[config.mk]
export PLATFORM = sky130hd
export DESIGN_NAME = flyby_strobe_seq
export DESIGN_NICKNAME = d
export VERILOG_FILES = /design/src/rtl/flyby_seq_pkg.sv /design/src/rtl/flyby_cfg_hold.sv /design/src/rtl/flyby_phase_ctrl.sv /design/src/rtl/flyby_strobe_drv.sv /design/src/rtl/flyby_strobe_seq.sv
export SDC_FILE = /design/constraint.sdc
export NUM_CORES = 1
export LEC_CHECK = 0
export BUFFER_PORTS_ARGS = -buffer_cell sky130_fd_sc_hd__buf_4
export CORE_MARGIN = 2
export CORE_UTILIZATION = 50
export CTS_CLUSTER_DIAMETER = 120
export CTS_CLUSTER_SIZE = 25
export DETAILED_ROUTE_END_ITERATION = 10
export PLACE_DENSITY_LB_ADDON = 0.1
export REMOVE_ABC_BUFFERS = 1
export SETUP_SLACK_MARGIN = 0.5
export SYNTH_ARGS = -nofsm -noshare
export SYNTH_HDL_FRONTEND = slang
export SYNTH_SLANG_ARGS = --single-unit
[constraint.sdc]
create_clock -name clk -period 4.5 [get_ports clk]
set_input_delay 0 -clock clk [delete_from_list [all_inputs] [get_ports clk]]
set_output_delay 0 -clock clk [all_outputs]
set_load 0.02 [all_outputs]
[src/rtl/flyby_seq_pkg.sv]
// Shared types for the fly-by strobe sequencer.
// Assumes: nothing beyond the importing module's clocking.
package flyby_seq_pkg;

    // Sequence phase: waiting for a request, driving an access, bus-released gap
    typedef enum logic [1:0] {
        PH_IDLE = 2'd0,
        PH_ACC  = 2'd1,
        PH_GAP  = 2'd2
    } phase_e;

    // Transfer direction encoding as seen on dir_i
    typedef enum logic {
        DIR_MEM2IO = 1'b0,
        DIR_IO2MEM = 1'b1
    } dir_e;

endpackage

[src/rtl/flyby_cfg_hold.sv]
// Captures the transfer settings on acceptance and derives the cycle lengths.
// Provides both the held (current) values and the next values (new settings
// while loading, held ones otherwise).
// Assumes: load_i is high only on the cycle a request is accepted.
module flyby_cfg_hold #(
    parameter int WAIT_W = 4,
    parameter int IDLE_W = 2
) (
    input  logic              clk,
    input  logic              rst_n,
    input  logic              load_i,
    input  logic              dir_i,
    input  logic [WAIT_W-1:0] io_wait_i,
    input  logic [WAIT_W-1:0] mem_wait_i,
    input  logic [IDLE_W-1:0] idle_i,
    input  logic              hold_i,
    output logic              dir_d_o,
    output logic [WAIT_W:0]   wr_len_d_o,
    output logic [WAIT_W:0]   acc_len_d_o,
    output logic [WAIT_W:0]   idle_len_d_o,
    output logic              dir_q_o,
    output logic [WAIT_W:0]   wr_len_q_o,
    output logic [WAIT_W:0]   acc_len_q_o,
    output logic [WAIT_W:0]   idle_len_q_o
);

    localparam int CNT_W = WAIT_W + 1;

    logic [WAIT_W-1:0] wait_eff;
    logic [CNT_W-1:0]  new_wr, new_acc, new_idle;

    // Derive the lengths from the raw request settings
    always_comb begin
        wait_eff = (io_wait_i > mem_wait_i) ? io_wait_i : mem_wait_i;
        new_wr   = {1'b0, wait_eff} + CNT_W'(1);
        new_acc  = new_wr + CNT_W'(hold_i);
        new_idle = CNT_W'(idle_i);
    end

    // Select the settings in force for the next cycle
    always_comb begin
        dir_d_o      = load_i ? dir_i    : dir_q_o;
        wr_len_d_o   = load_i ? new_wr   : wr_len_q_o;
        acc_len_d_o  = load_i ? new_acc  : acc_len_q_o;
        idle_len_d_o = load_i ? new_idle : idle_len_q_o;
    end

    // Hold the settings of the sequence in progress
    always_ff @(posedge clk) begin
        if (!rst_n) begin
            dir_q_o      <= 1'b0;
            wr_len_q_o   <= CNT_W'(1);
            acc_len_q_o  <= CNT_W'(1);
            idle_len_q_o <= '0;
        end else begin
            dir_q_o      <= dir_d_o;
            wr_len_q_o   <= wr_len_d_o;
            acc_len_q_o  <= acc_len_d_o;
            idle_len_q_o <= idle_len_d_o;
        end
    end

endmodule

[src/rtl/flyby_phase_ctrl.sv]
// Phase and cycle counter of the sequencer. Accepts a request when idle or
// in the final cycle of a sequence, then steps through access and gap.
// Assumes: lengths come from flyby_cfg_hold; acc_len_q_i is at least 1.
module flyby_phase_ctrl
    import flyby_seq_pkg::*;
#(
    parameter int WAIT_W = 4
) (
    input  logic          clk,
    input  logic          rst_n,
    input  logic          start_i,
    input  logic [WAIT_W:0] acc_len_q_i,
    input  logic [WAIT_W:0] idle_len_q_i,
    output logic          accept_o,
    output phase_e        phase_d_o,
    output logic [WAIT_W:0] cnt_d_o
);

    localparam int CNT_W = WAIT_W + 1;

    phase_e           phase_q;
    logic [CNT_W-1:0] cnt_q;
    logic             acc_end, gap_end, seq_last;

    // Detect the end of each phase and of the whole sequence
    always_comb begin
        acc_end  = (phase_q == PH_ACC) && (cnt_q == acc_len_q_i - CNT_W'(1));
        gap_end  = (phase_q == PH_GAP) && (cnt_q == idle_len_q_i - CNT_W'(1));
        seq_last = (acc_end && (idle_len_q_i == '0)) || gap_end;
        accept_o = start_i && ((phase_q == PH_IDLE) || seq_last);
    end

    // Next phase and counter
    always_comb begin
        phase_d_o = phase_q;
        cnt_d_o   = cnt_q + CNT_W'(1);
        if (accept_o) begin
            phase_d_o = PH_ACC;
            cnt_d_o   = '0;
        end else if (acc_end) begin
            phase_d_o = (idle_len_q_i == '0) ? PH_IDLE : PH_GAP;
            cnt_d_o   = '0;
        end else if (gap_end || (phase_q == PH_IDLE)) begin
            phase_d_o = PH_IDLE;
            cnt_d_o   = '0;
        end
    end

    // Phase and counter registers
    always_ff @(posedge clk) begin
        if (!rst_n) begin
            phase_q <= PH_IDLE;
            cnt_q   <= '0;
        end else begin
            phase_q <= phase_d_o;
            cnt_q   <= cnt_d_o;
        end
    end

endmodule

[src/rtl/flyby_strobe_drv.sv]
// Decodes the next phase into bus controls and registers them, so every
// pin changes only at a clock edge.
// Assumes: phase and count inputs are the values for the next cycle.
module flyby_strobe_drv
    import flyby_seq_pkg::*;
#(
    parameter int WAIT_W = 4
) (
    input  logic            clk,
    input  logic            rst_n,
    input  phase_e          phase_d_i,
    input  logic [WAIT_W:0] cnt_d_i,
    input  logic            dir_d_i,
    input  logic [WAIT_W:0] wr_len_d_i,
    input  logic [WAIT_W:0] acc_len_d_i,
    input  logic [WAIT_W:0] idle_len_d_i,
    output logic            cs_n_o,
    output logic            mem_rd_n_o,
    output logic            mem_wr_n_o,
    output logic            io_rd_n_o,
    output logic            io_wr_n_o,
    output logic            data_oe_o,
    output logic            busy_o,
    output logic            done_o
);

    localparam int CNT_W = WAIT_W + 1;

    logic in_acc, rd_on, wr_on, m2io, fin;

    // Decide which strobes are active in the next cycle
    always_comb begin
        in_acc = (phase_d_i == PH_ACC);
        rd_on  = in_acc;
        wr_on  = in_acc && (cnt_d_i < wr_len_d_i);
        m2io   = (dir_d_i == DIR_MEM2IO);
        fin    = (in_acc && (cnt_d_i == acc_len_d_i - CNT_W'(1)) && (idle_len_d_i == '0))
              || ((phase_d_i == PH_GAP) && (cnt_d_i == idle_len_d_i - CNT_W'(1)));
    end

    // Output registers
    always_ff @(posedge clk) begin
        if (!rst_n) begin
            cs_n_o     <= 1'b1;
            mem_rd_n_o <= 1'b1;
            mem_wr_n_o <= 1'b1;
            io_rd_n_o  <= 1'b1;
            io_wr_n_o  <= 1'b1;
            data_oe_o  <= 1'b0;
            busy_o     <= 1'b0;
            done_o     <= 1'b0;
        end else begin
            cs_n_o     <= !in_acc;
            mem_rd_n_o <= !(rd_on && m2io);
            io_wr_n_o  <= !(wr_on && m2io);
            io_rd_n_o  <= !(rd_on && !m2io);
            mem_wr_n_o <= !(wr_on && !m2io);
            data_oe_o  <= in_acc;
            busy_o     <= (phase_d_i != PH_IDLE);
            done_o     <= fin;
        end
    end

endmodule

[src/rtl/flyby_strobe_seq.sv]
// Top of the fly-by DMA strobe sequencer: settings capture, phase control
// and registered pin drive.
// Assumes: synchronous active-low reset; the caller holds start_i until
// it sees busy_o rise, or drops it after one cycle.
module flyby_strobe_seq
    import flyby_seq_pkg::*;
#(
    parameter int WAIT_W = 4,
    parameter int IDLE_W = 2
) (
    input  logic              clk,
    input  logic              rst_n,
    input  logic              start_i,
    input  logic              dir_i,
    input  logic [WAIT_W-1:0] io_wait_i,
    input  logic [WAIT_W-1:0] mem_wait_i,
    input  logic [IDLE_W-1:0] idle_i,
    input  logic              hold_en_i,
    output logic              cs_n_o,
    output logic              mem_rd_n_o,
    output logic              mem_wr_n_o,
    output logic              io_rd_n_o,
    output logic              io_wr_n_o,
    output logic              data_oe_o,
    output logic              busy_o,
    output logic              done_o
);

    localparam int CNT_W = WAIT_W + 1;

    logic             accept;
    phase_e           phase_d;
    logic [CNT_W-1:0] cnt_d;
    logic             dir_d, dir_q;
    logic [CNT_W-1:0] wr_len_d, acc_len_d, idle_len_d;
    logic [CNT_W-1:0] wr_len_q, acc_len_q, idle_len_q;

    flyby_cfg_hold #(.WAIT_W(WAIT_W), .IDLE_W(IDLE_W)) u_cfg (
        .clk          (clk),
        .rst_n        (rst_n),
        .load_i       (accept),
        .dir_i        (dir_i),
        .io_wait_i    (io_wait_i),
        .mem_wait_i   (mem_wait_i),
        .idle_i       (idle_i),
        .hold_i       (hold_en_i),
        .dir_d_o      (dir_d),
        .wr_len_d_o   (wr_len_d),
        .acc_len_d_o  (acc_len_d),
        .idle_len_d_o (idle_len_d),
        .dir_q_o      (dir_q),
        .wr_len_q_o   (wr_len_q),
        .acc_len_q_o  (acc_len_q),
        .idle_len_q_o (idle_len_q)
    );

    flyby_phase_ctrl #(.WAIT_W(WAIT_W)) u_ctrl (
        .clk          (clk),
        .rst_n        (rst_n),
        .start_i      (start_i),
        .acc_len_q_i  (acc_len_q),
        .idle_len_q_i (idle_len_q),
        .accept_o     (accept),
        .phase_d_o    (phase_d),
        .cnt_d_o      (cnt_d)
    );

    flyby_strobe_drv #(.WAIT_W(WAIT_W)) u_drv (
        .clk          (clk),
        .rst_n        (rst_n),
        .phase_d_i    (phase_d),
        .cnt_d_i      (cnt_d),
        .dir_d_i      (dir_d),
        .wr_len_d_i   (wr_len_d),
        .acc_len_d_i  (acc_len_d),
        .idle_len_d_i (idle_len_d),
        .cs_n_o       (cs_n_o),
        .mem_rd_n_o   (mem_rd_n_o),
        .mem_wr_n_o   (mem_wr_n_o),
        .io_rd_n_o    (io_rd_n_o),
        .io_wr_n_o    (io_wr_n_o),
        .data_oe_o    (data_oe_o),
        .busy_o       (busy_o),
        .done_o       (done_o)
    );

    // Held direction and write length are kept for the settings path only
    logic unused_q;
    assign unused_q = ^{dir_q, wr_len_q};

endmodule

### Yosys cells after proc, flatten, opt, wreduce, memory -nomap -nowiden

Cells that the tools add are included.

| storage, ports and cells | value |
|---|---|
| flip-flop bits (word level) | 31 |
| input bits | 15 |
| output and inout port bits | 8 |
| word-level logic and storage cells | 69 |

| operators by class | value |
|---|---|
| add/sub/neg operators | 7 |
| reduce and logical (&&, ||, !) cells | 25 |
| magnitude comparators | 2 |
| bitwise gates (word level) | 1 |
| mux-type cells | 12 |
| eq/ne operators | 8 |

Operators with widths:

| operator | count |
|---|---|
| 5-bit 2-to-1 mux | 6 |
| 5-bit equality test | 4 |
| 5-bit by 1-bit subtractor with 5-bit output, second input constant | 4 |
| 1-bit logical AND | 12 |
| 5-bit zero test | 2 |
| 2-bit 2-to-1 mux | 4 |
| 4-bit by 1-bit adder with 5-bit output, second input constant | 1 |
| 5-bit by 1-bit adder with 5-bit output | 1 |
| 5-bit by 1-bit adder with 5-bit output, second input constant | 1 |
| 1-bit zero test | 5 |
| 5-bit less-than comparator | 1 |
| 2-bit by 1-bit equality test with 1-bit output, second input constant | 2 |
| 2-bit equality test, second input constant | 2 |
| 4-bit > comparator | 1 |
| 1-bit logical OR | 4 |
| 4-bit 2-to-1 mux | 1 |
| 2-bit zero test | 1 |
| 2-bit nonzero test | 1 |
| 1-bit 2-to-1 mux | 1 |
| 1-bit NOT | 1 |

### Depth between registers and ports, before layout

Gate-level depths: netlist (run 1).

| logic depth | value |
|---|---|
| depth after elaboration | 13 |
| gate-level depth with buffers | 17 |
| gate-level depth less buffers | 16 |

### Cells and area by module

From an unflattened synthesis (run 1), not the netlist that was laid out.

| unflattened totals | value |
|---|---|
| cell total of the unflattened synthesis | 260 |
| area total of the unflattened synthesis | 2225.9 sq um |

Modules (own cells, without submodules):

| module | cells each | sequential area each (sq um) | times used | area an instance (sq um) |
|---|---|---|---|---|
| flyby_cfg_hold | 117 | 320.3 | 1 | 1057.3 |
| flyby_phase_ctrl | 78 | 140.1 | 1 | 611.8 |
| flyby_strobe_drv | 65 | 160.2 | 1 | 556.8 |

### Worst setup path after synthesis (run 1)

Ideal clock, no wire load.

| timing | value |
|---|---|
| path type | register to register |
| from | register u_cfg.acc_len_q_o[0] |
| to | register u_drv.done_o |
| clock period less this slack | 3.489 ns |
| cell stages (with the launch flop) | 17 |
| arrival | 3.372 ns |
| setup time | 0.117 ns |
| buffers on the path | 3 |
| setup slack | 1.011 ns |
| required time | 4.383 ns |
| cell sequence | dfxtp_1 > inv_1 > ha_1 > o21ba_1 > a221o_1 > a211oi_4 > and2_4 > o21ai_2 > buf_6 > buf_6 > buf_2 > mux2i_1 > ha_1 > a21boi_0 > o221ai_1 > xor2_1 > a32o_2 |

| on the way | value |
|---|---|
| longest elaborated chain between the ends | 13 |
| elaborated cells on any way between the ends | 24 |
| classes of those cells | add/sub: 3; eq/ne: 5; mux: 6; reduce/logical: 10 |

RTL lines:

| item | line | text |
|---|---|---|
| start: declaration | flyby_cfg_hold.sv:23 | `output logic [WAIT_W:0] acc_len_q_o,` |
| start signal: assignment | flyby_cfg_hold.sv:58 | `acc_len_q_o <= acc_len_d_o;` |
| 5-bit by 1-bit subtractor with 5-bit output | flyby_phase_ctrl.sv:27 | `acc_end = (phase_q == PH_ACC) && (cnt_q == acc_len_q_i - CNT_W'(1));` |
| 5-bit equality test | flyby_phase_ctrl.sv:27 |  |
| 1-bit logical AND | flyby_phase_ctrl.sv:27 |  |
| 1-bit logical AND | flyby_phase_ctrl.sv:29 | `seq_last = (acc_end && (idle_len_q_i == '0)) \|\| gap_end;` |
| 1-bit logical OR | flyby_phase_ctrl.sv:29 |  |
| 1-bit logical OR | flyby_phase_ctrl.sv:30 | `accept_o = start_i && ((phase_q == PH_IDLE) \|\| seq_last);` |
| 1-bit logical AND | flyby_phase_ctrl.sv:30 |  |
| 5-bit 2-to-1 mux | flyby_cfg_hold.sv:44 | `acc_len_d_o = load_i ? new_acc : acc_len_q_o;` |
| 5-bit by 1-bit subtractor with 5-bit output | flyby_strobe_drv.sv:37 | `fin = (in_acc && (cnt_d_i == acc_len_d_i - CNT_W'(1)) && (idle_len_d_i == '0))` |
| 5-bit equality test | flyby_strobe_drv.sv:37 |  |
| 1-bit logical AND (2 in series) | flyby_strobe_drv.sv:37 |  |
| 1-bit logical OR * | flyby_strobe_drv.sv:38 | `\|\| ((phase_d_i == PH_GAP) && (cnt_d_i == idle_len_d_i - CNT_W'(1)));` |
| end signal: assignment | flyby_strobe_drv.sv:60 | `done_o <= fin;` |
| end: declaration | flyby_strobe_drv.sv:24 | `output logic done_o` |

Mark *: on every way between the ends. The rest lies on a longest branch, timed or not.
A chain may end at the register's enable or synchronous reset.

### Worst setup path after layout (run 1)

| timing | value |
|---|---|
| from | input port mem_wait_i[2] |
| to | register u_drv.done_o |

| on the way | value |
|---|---|
| longest elaborated chain between the ends | 10 |

RTL lines:

| item | line | text |
|---|---|---|
| start: declaration | flyby_strobe_seq.sv:16 | `input logic [WAIT_W-1:0] mem_wait_i,` |
| 4-bit > comparator | flyby_cfg_hold.sv:34 | `wait_eff = (io_wait_i > mem_wait_i) ? io_wait_i : mem_wait_i;` |
| 4-bit 2-to-1 mux * | flyby_cfg_hold.sv:34 |  |
| 4-bit by 1-bit adder with 5-bit output * | flyby_cfg_hold.sv:35 | `new_wr = {1'b0, wait_eff} + CNT_W'(1);` |
| 5-bit by 1-bit adder with 5-bit output * | flyby_cfg_hold.sv:36 | `new_acc = new_wr + CNT_W'(hold_i);` |
| 5-bit 2-to-1 mux * | flyby_cfg_hold.sv:44 |  |
| 5-bit by 1-bit subtractor with 5-bit output * | flyby_strobe_drv.sv:37 |  |
| 5-bit equality test * | flyby_strobe_drv.sv:37 |  |
| 1-bit logical AND * (2 in series) | flyby_strobe_drv.sv:37 |  |
| 1-bit logical OR * | flyby_strobe_drv.sv:38 |  |

Marked as above.

==> results.toml, run 1 <==
[status]
status = "finished, final reports clean"

[detailed_routing]
vias = 1819
ant_nets = 0
route.detailed.drc = 0
routed_wl_microns = 4920
first_iter_violations = 159
firstDrtPassIters = 4
wl_per_cell_microns = 14.9
viasPerCell = 5.53

[yosys]
synth_top_area_cell = "dfxtp_1"
synth_compound_area_share_pct = 14.3
synth_edf_count = 0
avgSynthCellArea_sq_um = 8.97
ys.flop_type = "dfxtp_1"
yosysMostFrequentCell = "dfxtp_1"
synth_top_family_by_area = "simple AND/OR/NAND/NOR gates"
synthXorXnorAreaFrac_pct = 14.0
synth_top_area_share_pct = 27.9
synth_warnings = 0
syn_inst = 248
synthesis.area_sq_um = 2220
synth_adder_area_share_pct = 9.00
async_flop_share_pct = 0
yosys-top-cells-area = "dfxtp_1 28%, ha_1 9.0%, xor2_1 7.1%, xnor2_1 5.9%, mux2i_1 4.9%"
synthSimpleGateAreaFrac_pct = 22.4
yosysSeqAreaShare_pct = 27.9
yosysUniqueCellTypes = 55
synthMuxAreaShare_pct = 7.48
synth_seq_cells = 31
synthTopCellsByCount = "31 x dfxtp_1, 25 x nor2_1, 18 x xor2_1"

[power_and_ir_drop]
power_switching_mw = 0.312
clkPwrFrac_pct = 25.4
pwr_density_cell_nw_per_um2 = 337
switching_share_pct = 36.1
total_power_mw = 0.864
ir_drop_mv = 0.191
seqPwrFrac_pct = 36.8
power.internal_mw = 0.553
combPwrFrac_pct = 37.7
p_leak_nw = 1.11

[setup_path]
critPathBufInv = 3
cp_slowest_cell = "a2111oi_0"
timing.rr.end = "u_drv.done_o"
r2r_cells = 14
crit_fanout = 9
crit_type = "input pin to flop"
rrSetupSlack_ns = 0.89
timing.rr.start = "u_cfg.idle_len_q_o[0]"
endpoint_kind = "flop"
crit_chain = "buf_4 -> inv_1 -> ha_1 -> o21ai_0 -> a21oi_1 -> o21ai_2 -> mux2i_2 -> inv_1 -> ha_1 -> and4b_1 -> a2111oi_0 -> nand4_1 -> xor2_1 -> o41ai_1 -> xnor2_1 -> xnor2_1 -> a32o_2"
critPathMaxStageDelay_ns = 0.39
crit_required_ns = 4.68
startpoint_type = "input pin"
arrival_ns = 3.81
crit_family = "compound AO/OA/AOI/OAI gates"

[clock_tree]
post_cts_buffers = 0
path_clk_slew_ns = 0.06
cts.sinks = 31
root_buffer = "clkbuf_8"
numCtsBuffers = 5
cts_tree = "yes"
clk_latency_ns = 0.29
clk_path_buf_depth = 2
htree_num_levels = 2

[hold_path]
min_to = "u_cfg.wr_len_q_o[0]"
hp-class = "input pin to flop"
min_path_cells = 3
holdCritStartpoint = "start_i"

[layout]
nNetsFinal = 307
layout-drive-gt1-share_pct = 17.7
diodes = 0
fin_area_sq_um = 2570
syn2layout_area_growth_pct = 15.4
utilization_pct = 59.3

[grt]
grt_max_degree = 20
grt_pass1_wl_microns = 8340
globalRouteOverflowTotal = 0
antenna_found_initial = 0
gr-usage-all-layers_pct = 21.5
grt_pass1_vias = 1743

[timing]
worst_slack_ns = 0.874
post-route-period-util_pct = 80.6
fin_worst_skew_ns = 0.0106
fin_setup_tns_ns = 0
hold_viol = 0
period_needed_ns = 3.63
rsz0062_at_grt = "yes"
slew_headroom_pct = 59.6
setup_viol_count_final = 0
max_freq_mhz = 276
tightest_slew_ns = 0.602
slew_violations = 0

[floorplan]
start_util_pct = 51.4
row_count = 24
die_y_microns = 70.7
die_w_microns = 70.7
dieArea_sq_um = 5000
coreArea_sq_um = 4320
pin_count = 23

[placed_design]
dpl.hpwl_microns = 3730
pre_cts_ws_ns = 0.282
place.gp.congestion = 0.820
placed_cell_area_sq_um = 2420
place.port_buffers = 22

[job]
drv_cap = 0
[repair_timing]
| item | CTS | global route |
|---|---|---|
| hold buffers | 4 | 0 |
| hold endpoints to repair | 7 | 0 |
| resized for setup | 0 | 4 |
| setup endpoints to repair | 0 | 3 |
[metal layers]
layer | wire, microns | GRT usage (%) | vias up
li1 | - | - | 941
met1 | 2380 | 29.6 | 832
met2 | 2200 | 33.3 | 39
met3 | 252 | 4.42 | 7
met4 | 78 | 7.76 | 0
met5 | 0 | 0 | -
[registers in the layout (all words and copies together), names as in the netlist]
register,flops
u_drv.io_wr_n_o,1
u_ctrl.phase_q,2
u_drv.cs_n_o,1
u_cfg.idle_len_q_o,5
u_drv.data_oe_o,1
u_drv.busy_o,1
u_cfg.wr_len_q_o,5
u_ctrl.cnt_q,5
u_drv.io_rd_n_o,1
u_drv.mem_rd_n_o,1
u_drv.mem_wr_n_o,1
u_drv.done_o,1
u_cfg.acc_len_q_o,5
u_cfg.dir_q_o,1
[power by group through the flow]
stage	combinational, mW	clock (mW)	sequential (mW)
final	0.326	0.220	0.318
after floorplan	0.229	0	0.330
after global placement	0.315	0	0.324
after CTS	0.321	0.230	0.318
after global routing	0.362	0.239	0.321
after detailed placement	0.315	0	0.325
[worst min-delay path, cell delays in order]
cell and delay (ns):
buf_4 0.12, o211ai_1 0.11, nand3_1 0.08
[logic make-up (layout without fill, tap and decap cells)]
kind of cell    Yosys count  in the layout
simple gates             95             95
compound gates           36             36
xor+xnor                 34             34
flops                    31             31
buf+inv                  22             51
fa+ha+maj                16             16
mux                      14             14
[worst max path at each step]
stage                                startpoint          endpoint  slack (ns)  cells after the start
after CTS                         mem_wait_i[2]  u_drv.mem_wr_n_o        0.59                     16
after detailed placement          mem_wait_i[2]  u_drv.mem_wr_n_o        0.28                     16
after floorplan           u_cfg.idle_len_q_o[0]      u_drv.done_o        0.66                     13
final                             mem_wait_i[2]      u_drv.done_o        0.87                     17
after global placement            mem_wait_i[2]  u_drv.mem_wr_n_o        0.25                     16
after global routing              mem_wait_i[2]  u_drv.mem_wr_n_o        0.49                     16
[layout make-up]
class	count	area [sq um]
clock inverter	3	20.0
tap	52	65.1
multi-input combinational	195	1510
inverter	14	52.6
fill	405	1760
clock buffer	5	68.8
timing repair buffer	29	228
sequential	31	621
[placed cells by master, fill, tap and decap left out, types with 3 or more instances in the layout]
cell type / n
ha_1: 16
nor3_1: 13
nand4b_1: 3
nand2_1: 11
nor2_1: 25
nand3_1: 12
nor3b_1: 4
buf_4: 25
dlygate4sd3_1: 4
clkbuf_8: 5
xor2_1: 18
dfxtp_1: 31
inv_1: 13
nand2b_1: 4
a21oi_1: 4
and3_1: 8
o21ai_0: 3
mux2i_1: 10
o21bai_1: 4
nand4_1: 5
xnor2_1: 15
[metrics by stage]
stage               hold WS [ns]  instances
floorplan                 0.0619        240
global placement           0.228        317
detailed placement         0.229        317
CTS                       0.0328        329
global route              0.0805        329
finish                    0.0552        329
(Power assumes the default switching activity.)
==> run 2, diff against run 1 <==
--- a/config.mk
+++ b/config.mk
@@ -5,6 +5,7 @@
 export SDC_FILE = /design/constraint.sdc
 export NUM_CORES = 1
 export LEC_CHECK = 0
+export ABC_AREA = 1
 export BUFFER_PORTS_ARGS = -buffer_cell sky130_fd_sc_hd__buf_4
 export CORE_MARGIN = 2
 export CORE_UTILIZATION = 50
==> constraint.sdc (replaced) <==
create_clock -name clk -period 3.57 [get_ports clk]
set_input_delay 0 -clock clk [delete_from_list [all_inputs] [get_ports clk]]
set_output_delay 0 -clock clk [all_outputs]
set_load 0.02 [all_outputs]
==> run 2 against run 1 <==
  * Synthesized area down 0.11%
  * The run now ends with negative hold slack left
  * Cell count rose by 33%
  * Highest routed layer unchanged
  * Global-route usage increased by 1.1 points
  * Non-clock buffer count decreased by 4
  * Synthesized cell count is 43% higher
  * Largest power group unchanged
  * Setup slack got worse by 0.10 ns
  * First-iteration DRC count decreased by 46%
  * Sequential share of layout area fell by 0.41 points
  * Sequential power up 29%
  * Clock-buffer cell count is 3 higher
  * Clock power is 39% higher
==> results.toml, run 2 <==
[status]
status = "finished, violations left"
violations = "negative hold slack"

[power_and_ir_drop]
ir_drop_mv = 0.331
p_leak_nw = 1.36
pwr_density_cell_nw_per_um2 = 484
total_power_mw = 1.26

[hold_path]
hp-class = "input pin to flop"
holdCritStartpoint = "idle_i[0]"
min_path_cells = 3
min_to = "u_cfg.idle_len_q_o[0]"

[timing]
period_needed_ns = 2.80
hold_slack_ns = -0.0160
fin_worst_skew_ns = 0.00464
post-route-period-util_pct = 78.4
slew_headroom_pct = 48.3
fin_setup_tns_ns = 0
slew_violations = 0
hold_viol = 1
setup_viol_count_final = 0
max_freq_mhz = 357
tightest_slew_ns = 0.775
rsz0062_at_grt = "no"

[floorplan]
die_w_microns = 70.7
row_count = 24
pin_count = 23
start_util_pct = 51.4
dieArea_sq_um = 4990
die_y_microns = 70.7
coreArea_sq_um = 4320

[grt]
globalRouteOverflowTotal = 0
grt_pass1_wl_microns = 9190
grt_pass1_vias = 2103
grt_max_degree = 25
antenna_found_initial = 0
gr-usage-all-layers_pct = 22.6

[setup_path]
endpoint_kind = "flop"
timing.rr.start = "u_cfg.idle_len_q_o[0]"
r2r_cells = 19
crit_start = "u_cfg.idle_len_q_o[0]"
crit_required_ns = 3.78
timing.rr.end = "u_drv.done_o"
arrival_ns = 3.01
crit_fanout = 10
rrSetupSlack_ns = 0.77
startpoint_type = "flop"
crit_type = "flop to flop"

[yosys]
syn_inst = 354
yosysSeqAreaShare_pct = 27.9
synthTopCellsByCount = "113 x nand2_1, 44 x inv_1, 44 x nand3_1, 44 x nor2_1, 31 x dfxtp_1"
synth_top_area_cell = "dfxtp_1"
yosysUniqueCellTypes = 25
synth_top_area_share_pct = 27.9
synth_warnings = 0
avgSynthCellArea_sq_um = 6.28
yosys-top-cells-area = "dfxtp_1 28%, nand2_1 19%, nand3_1 9.9%, ha_1 9.0%, inv_1 7.4%"
synthesis.area_sq_um = 2220
async_flop_share_pct = 0
synth_edf_count = 0
synth_seq_cells = 31
ys.flop_type = "dfxtp_1"
yosysMostFrequentCell = "nand2_1"

[clock_tree]
htree_num_levels = 2
clk_latency_ns = 0.28
root_buffer = "clkbuf_8"
numCtsBuffers = 5
cts.sinks = 31
path_clk_slew_ns = 0.06
clk_path_buf_depth = 2
cts_tree = "yes"

[placed_design]
place.gp.congestion = 0.846
place_inst = 424
place.port_buffers = 22
dpl.hpwl_microns = 4090

[detailed_routing]
route.detailed.drc = 0
first_iter_violations = 86
wl_per_cell_microns = 12.3
routed_wl_microns = 5350
vias = 2207
firstDrtPassIters = 5
ant_nets = 0
viasPerCell = 5.06

[layout]
most-common-layout-cells = "113 x nand2_1, 44 x nand3_1, 44 x nor2_1, 43 x inv_1, 31 x dfxtp_1"
fin_cells = 436
diodes = 0
layout-drive-gt1-share_pct = 16.4
fill_cells = 455
syn2layout_area_growth_pct = 17.5
nNetsFinal = 414
layout_commonest_cell = "nand2_1"

[job]
drv_cap = 0
-- run 2: changes by cell type after synthesis, moves of 5 or more --
cell and change:
nand2_1 +102, nand2_2 +11, and3_1 -8, nor3_1 -13, xor2_1 -11, nor2_1 +19, inv_1 +31, xnor2_1 -14
mux2i_1 -10, inv_2 +5, nand3_1 +32
-- run 2: layer usage --
layer	global-route usage, %	part of all wire [%]	vias to the layer above
li1	-	-	1171
met1	28.0	45	977
met2	39.9	49	51
met3	3.99	4.9	8
met4	7.13	1.4	0
met5	0	0	-
-- run 2: where the power goes --
group / internal [mW] / switching [mW] / total (mW)
clock: 0.176 / 0.130 / 0.306
combinational: 0.203 / 0.345 / 0.547
sequential: 0.389 / 0.0226 / 0.411
total: 0.767 / 0.497 / 1.26
-- run 2: final cells by class --
class / count / area, sq um / share of cell area, %
multi-input cells: 271 / 1450 / 55.4
clock buffers: 8 / 100 / 3.84
inverters: 49 / 186 / 7.14
well taps: 52 / 65.1 / 2.49
repair buffers: 25 / 193 / 7.38
flip-flops and latches: 31 / 621 / 23.8
-- run 2: critical path: stages, from the launching register on --
cell and delay, ns:
dfxtp_1 0.35, inv_1 0.09, ha_1 0.31, nand2_1 0.06
nand2_1 0.05, nor2_1 0.08, nand2_1 0.07, nor2_2 0.11
nand3_2 0.13, nand3_4 0.18, nand2_8 0.12, nand2_1 0.12
nand2_2 0.09, ha_1 0.33, xor2_1 0.17, nor2_1 0.10
nand2_1 0.06, nor2_1 0.10, nand3_1 0.08, a21oi_1 0.11
-- run 2: repair_timing --
item	CTS	global route
endpoints found under the setup margin	2	3
hold endpoints to repair	4	1
resized for setup	1	10
buffers inserted	0	1
pin swaps	0	3
hold buffers	1	1
cloned	0	1
-- run 2: worst max-delay path by stage --
stage / slack (ns) / cells past startpoint / endpoint
final: 0.77 / 19 / u_drv.done_o
after global routing: 0.51 / 19 / u_drv.done_o
after CTS: 0.50 / 19 / u_drv.done_o
after detailed placement: 0.46 / 18 / u_drv.io_wr_n_o
after global placement: 0.49 / 18 / u_drv.io_wr_n_o
after floorplan: 0.91 / 18 / u_drv.io_wr_n_o
-- run 2: logic make-up (layout without fill, tap and decap cells) --
| logic type | Yosys count | count (layout) | share of synthesized area (%) |
|---|---|---|---|
| AOI/OAI and AO/OA | 16 | 16 | 4.22 |
| xor gates and xnor gates | 9 | 9 | 3.89 |
| adders and majority gates | 16 | 16 | 9.01 |
| buffers and inverters | 53 | 82 | 9.63 |
| DFF | 31 | 31 | 27.9 |
| muxes | 1 | 1 | 0.450 |
| and+or+nand+nor | 228 | 229 | 44.9 |
-- run 2: metrics by stage --
step	setup WS (ns)	util (%)	cell area, sq um	hold slack, ns
3_3_place_gp	0.489	56.0	2420	0.219
5_1_grt	0.507	60.4	2610	0.0225
6_report	0.772	60.4	2610	-0.0160
3_5_place_dp	0.459	56.0	2420	0.229
4_1_cts	0.499	58.6	2530	0.00370
2_1_floorplan	0.909	-	2190	0.0694
==> run 3, diff against run 2 <==
==> constraint.sdc (replaced) <==
create_clock -name clk -period 2.5 [get_ports clk]
set_input_delay 0 -clock clk [delete_from_list [all_inputs] [get_ports clk]]
set_output_delay 0 -clock clk [all_outputs]
set_load 0.02 [all_outputs]
==> run 3 against run 2 <==
  * The flow finishes with violations (negative setup slack)
  * Cell count rose by 16%
  * Clock skew fell by 0.0017 ns
  * Sequential share of layout area fell by 5.6 points
  * Cell area rose by 31%
  * Power rose by 85%
  * Setup slack got worse by 0.87 ns
  * Largest cell class unchanged
  * Die area did not move
  * Clock power rose by 72%
  * Hold slack improved by 0.15 ns
  * Sequential power rose by 45%
==> results.toml, run 3 (synthesized netlist as in run 2, its figures left out) <==
[status]
status = "finished, violations left"
violations = "negative setup slack"

[layout]
layout-drive-gt1-share_pct = 38.2
most-common-layout-cells = "107 x nand2_1, 88 x buf_4, 40 x nand3_1, 39 x nor2_1, 36 x inv_1"
layout_commonest_cell = "nand2_1"
syn2layout_area_growth_pct = 54.3
utilization_pct = 79.3
diodes = 0
fin_area_sq_um = 3430
nNetsFinal = 485

[power_and_ir_drop]
pwr_density_cell_nw_per_um2 = 681
combPwrFrac_pct = 52.0
p_leak_nw = 1.78
seqPwrFrac_pct = 25.5
ir_drop_mv = 0.485
switching_share_pct = 37.8
power.internal_mw = 1.45
clkPwrFrac_pct = 22.5
power_switching_mw = 0.882

[clock_tree]
numCtsBuffers = 5
htree_num_levels = 2
root_buffer = "clkbuf_8"
clk_latency_ns = 0.29
clk_path_buf_depth = 2
cts.sinks = 31
cts_tree = "yes"
path_clk_slew_ns = 0.07

[grt]
grt_pass1_wl_microns = 10100
grt_util_met2_pct = 45.8
gr-usage-all-layers_pct = 25.5
grt_max_degree = 25
antenna_found_initial = 0
globalRouteOverflowTotal = 0
use_met1_pct = 30.4
met3_usage_pct = 4.84
top_usage_layer = "met2"
grt_pass1_vias = 2402

[timing]
fin_worst_skew_ns = 0.00299
slew_violations = 0
max_freq_mhz = 385
tightest_slew_ns = 0.809
slew_headroom_pct = 46.0
worst_slack_ns = -0.0956
setup_viol_count_final = 3
hold_viol = 0
period_needed_ns = 2.60
rsz0062_at_grt = "yes"
fin_setup_tns_ns = -0.274
post-route-period-util_pct = 104

[setup_path]
crit_family = "simple AND/OR/NAND/NOR gates"
endpoint_kind = "flop"
crit_type = "flop to flop"
crit_chain = "inv_2 -> ha_4 -> nand2_1 -> nand2_1 -> inv_1 -> nand3_1 -> nor2_2 -> nand3_2 -> nand3_4 -> nand2_4 -> buf_12 -> o21ai_4 -> ha_4 -> buf_4 -> nand3_4 -> nor2_2 -> nand2_1 -> nor2_1 -> nand3_1 -> a21oi_2"
startpoint_type = "flop"
crit_fanout = 5
arrival_ns = 2.81
critPathMaxStageDelay_ns = 0.32
crit_required_ns = 2.71
cp_slowest_cell = "dfxtp_1"
crit_top_cell = "nand2_1"
critPathBufInv = 4

[detailed_routing]
first_iter_violations = 132
firstDrtPassIters = 4
route.detailed.drc = 0
routed_wl_microns = 6730
viasPerCell = 5.01
ant_nets = 0
wl_per_cell_microns = 13.3
vias = 2539

[floorplan]
row_count = 24
dieArea_sq_um = 4990
die_y_microns = 70.7
start_util_pct = 51.4
die_w_microns = 70.7
coreArea_sq_um = 4320
pin_count = 23

[placed_design]
place.port_buffers = 22
placed_cell_area_sq_um = 2910
dpl.hpwl_microns = 4650
place.gp.congestion = 0.885

[job]
drv_cap = 0

[hold_path]
hp-class = "input pin to flop"
-- run 3: what timing repair did --
action                     4_1_cts  5_1_grt
pin swaps                       16        8
setup endpoints to repair       21       28
buffers inserted                 1        9
gates cloned                     0        0
hold endpoints to repair         6        0
resized for setup               31       45
hold buffers                     2        0
-- run 3: power groups by stage --
stage	clock (mW)	sequential (mW)	combinational (mW)
2_1_floorplan	0	0.620	0.516
3_5_place_dp	0	0.597	0.950
3_3_place_gp	0	0.594	0.934
4_1_cts	0.527	0.587	1.06
5_1_grt	0.558	0.601	1.33
6_report	0.526	0.595	1.21
-- run 3: path summary, 6_finish.rpt --
kind                         from                     to  slack, ns  cells past startpoint
min reg2reg         u_cfg.dir_q_o       u_drv.mem_rd_n_o       0.57                      3
max reg2reg  u_cfg.acc_len_q_o[1]           u_drv.done_o       -0.1                     20
max          u_cfg.acc_len_q_o[1]           u_drv.done_o       -0.1                     20
min                     idle_i[0]  u_cfg.idle_len_q_o[0]       0.13                      4
-- run 3: worst register-to-register path, delay by kind of cell (launching register included) --
family	cells	cell delay [ns]
AND/OR/NAND/NOR	12	1.11
AO/OA/AOI/OAI	2	0.33
buffers and inverters	4	0.37
adder cells (fa/ha/maj)	2	0.40
flip-flops	1	0.32
-- run 3: layout make-up --
class / count / area, sq um
Fill cell: 309 / 895
Sequential cell: 31 / 623
Clock inverter: 2 / 35.0
Clock buffer: 6 / 82.6
Multi-Input combinational cell: 270 / 1660
Tap cell: 52 / 65.1
Inverter: 49 / 189
Timing Repair Buffer: 97 / 772
-- run 3: per-layer routing --
metal  up-vias  wire length [microns]
met2        64                   3470
met1      1151                   2830
met4         0                    124
met5         -                      0
met3        13                    303
li1       1311                      -
-- run 3: per-stage QoR --
| step | cells | hold slack (ns) | worst slack [ns] | total power [mW] |
|---|---|---|---|---|
| detailed placement | 487 | 0.215 | -0.282 | 1.55 |
| global placement | 487 | 0.216 | -0.177 | 1.53 |
| CTS | 498 | 0.0978 | -0.0628 | 2.17 |
| floorplan | 350 | 0.0694 | -0.161 | 1.14 |
| global route | 507 | 0.139 | -0.294 | 2.49 |
| finish | 507 | 0.131 | -0.0956 | 2.33 |
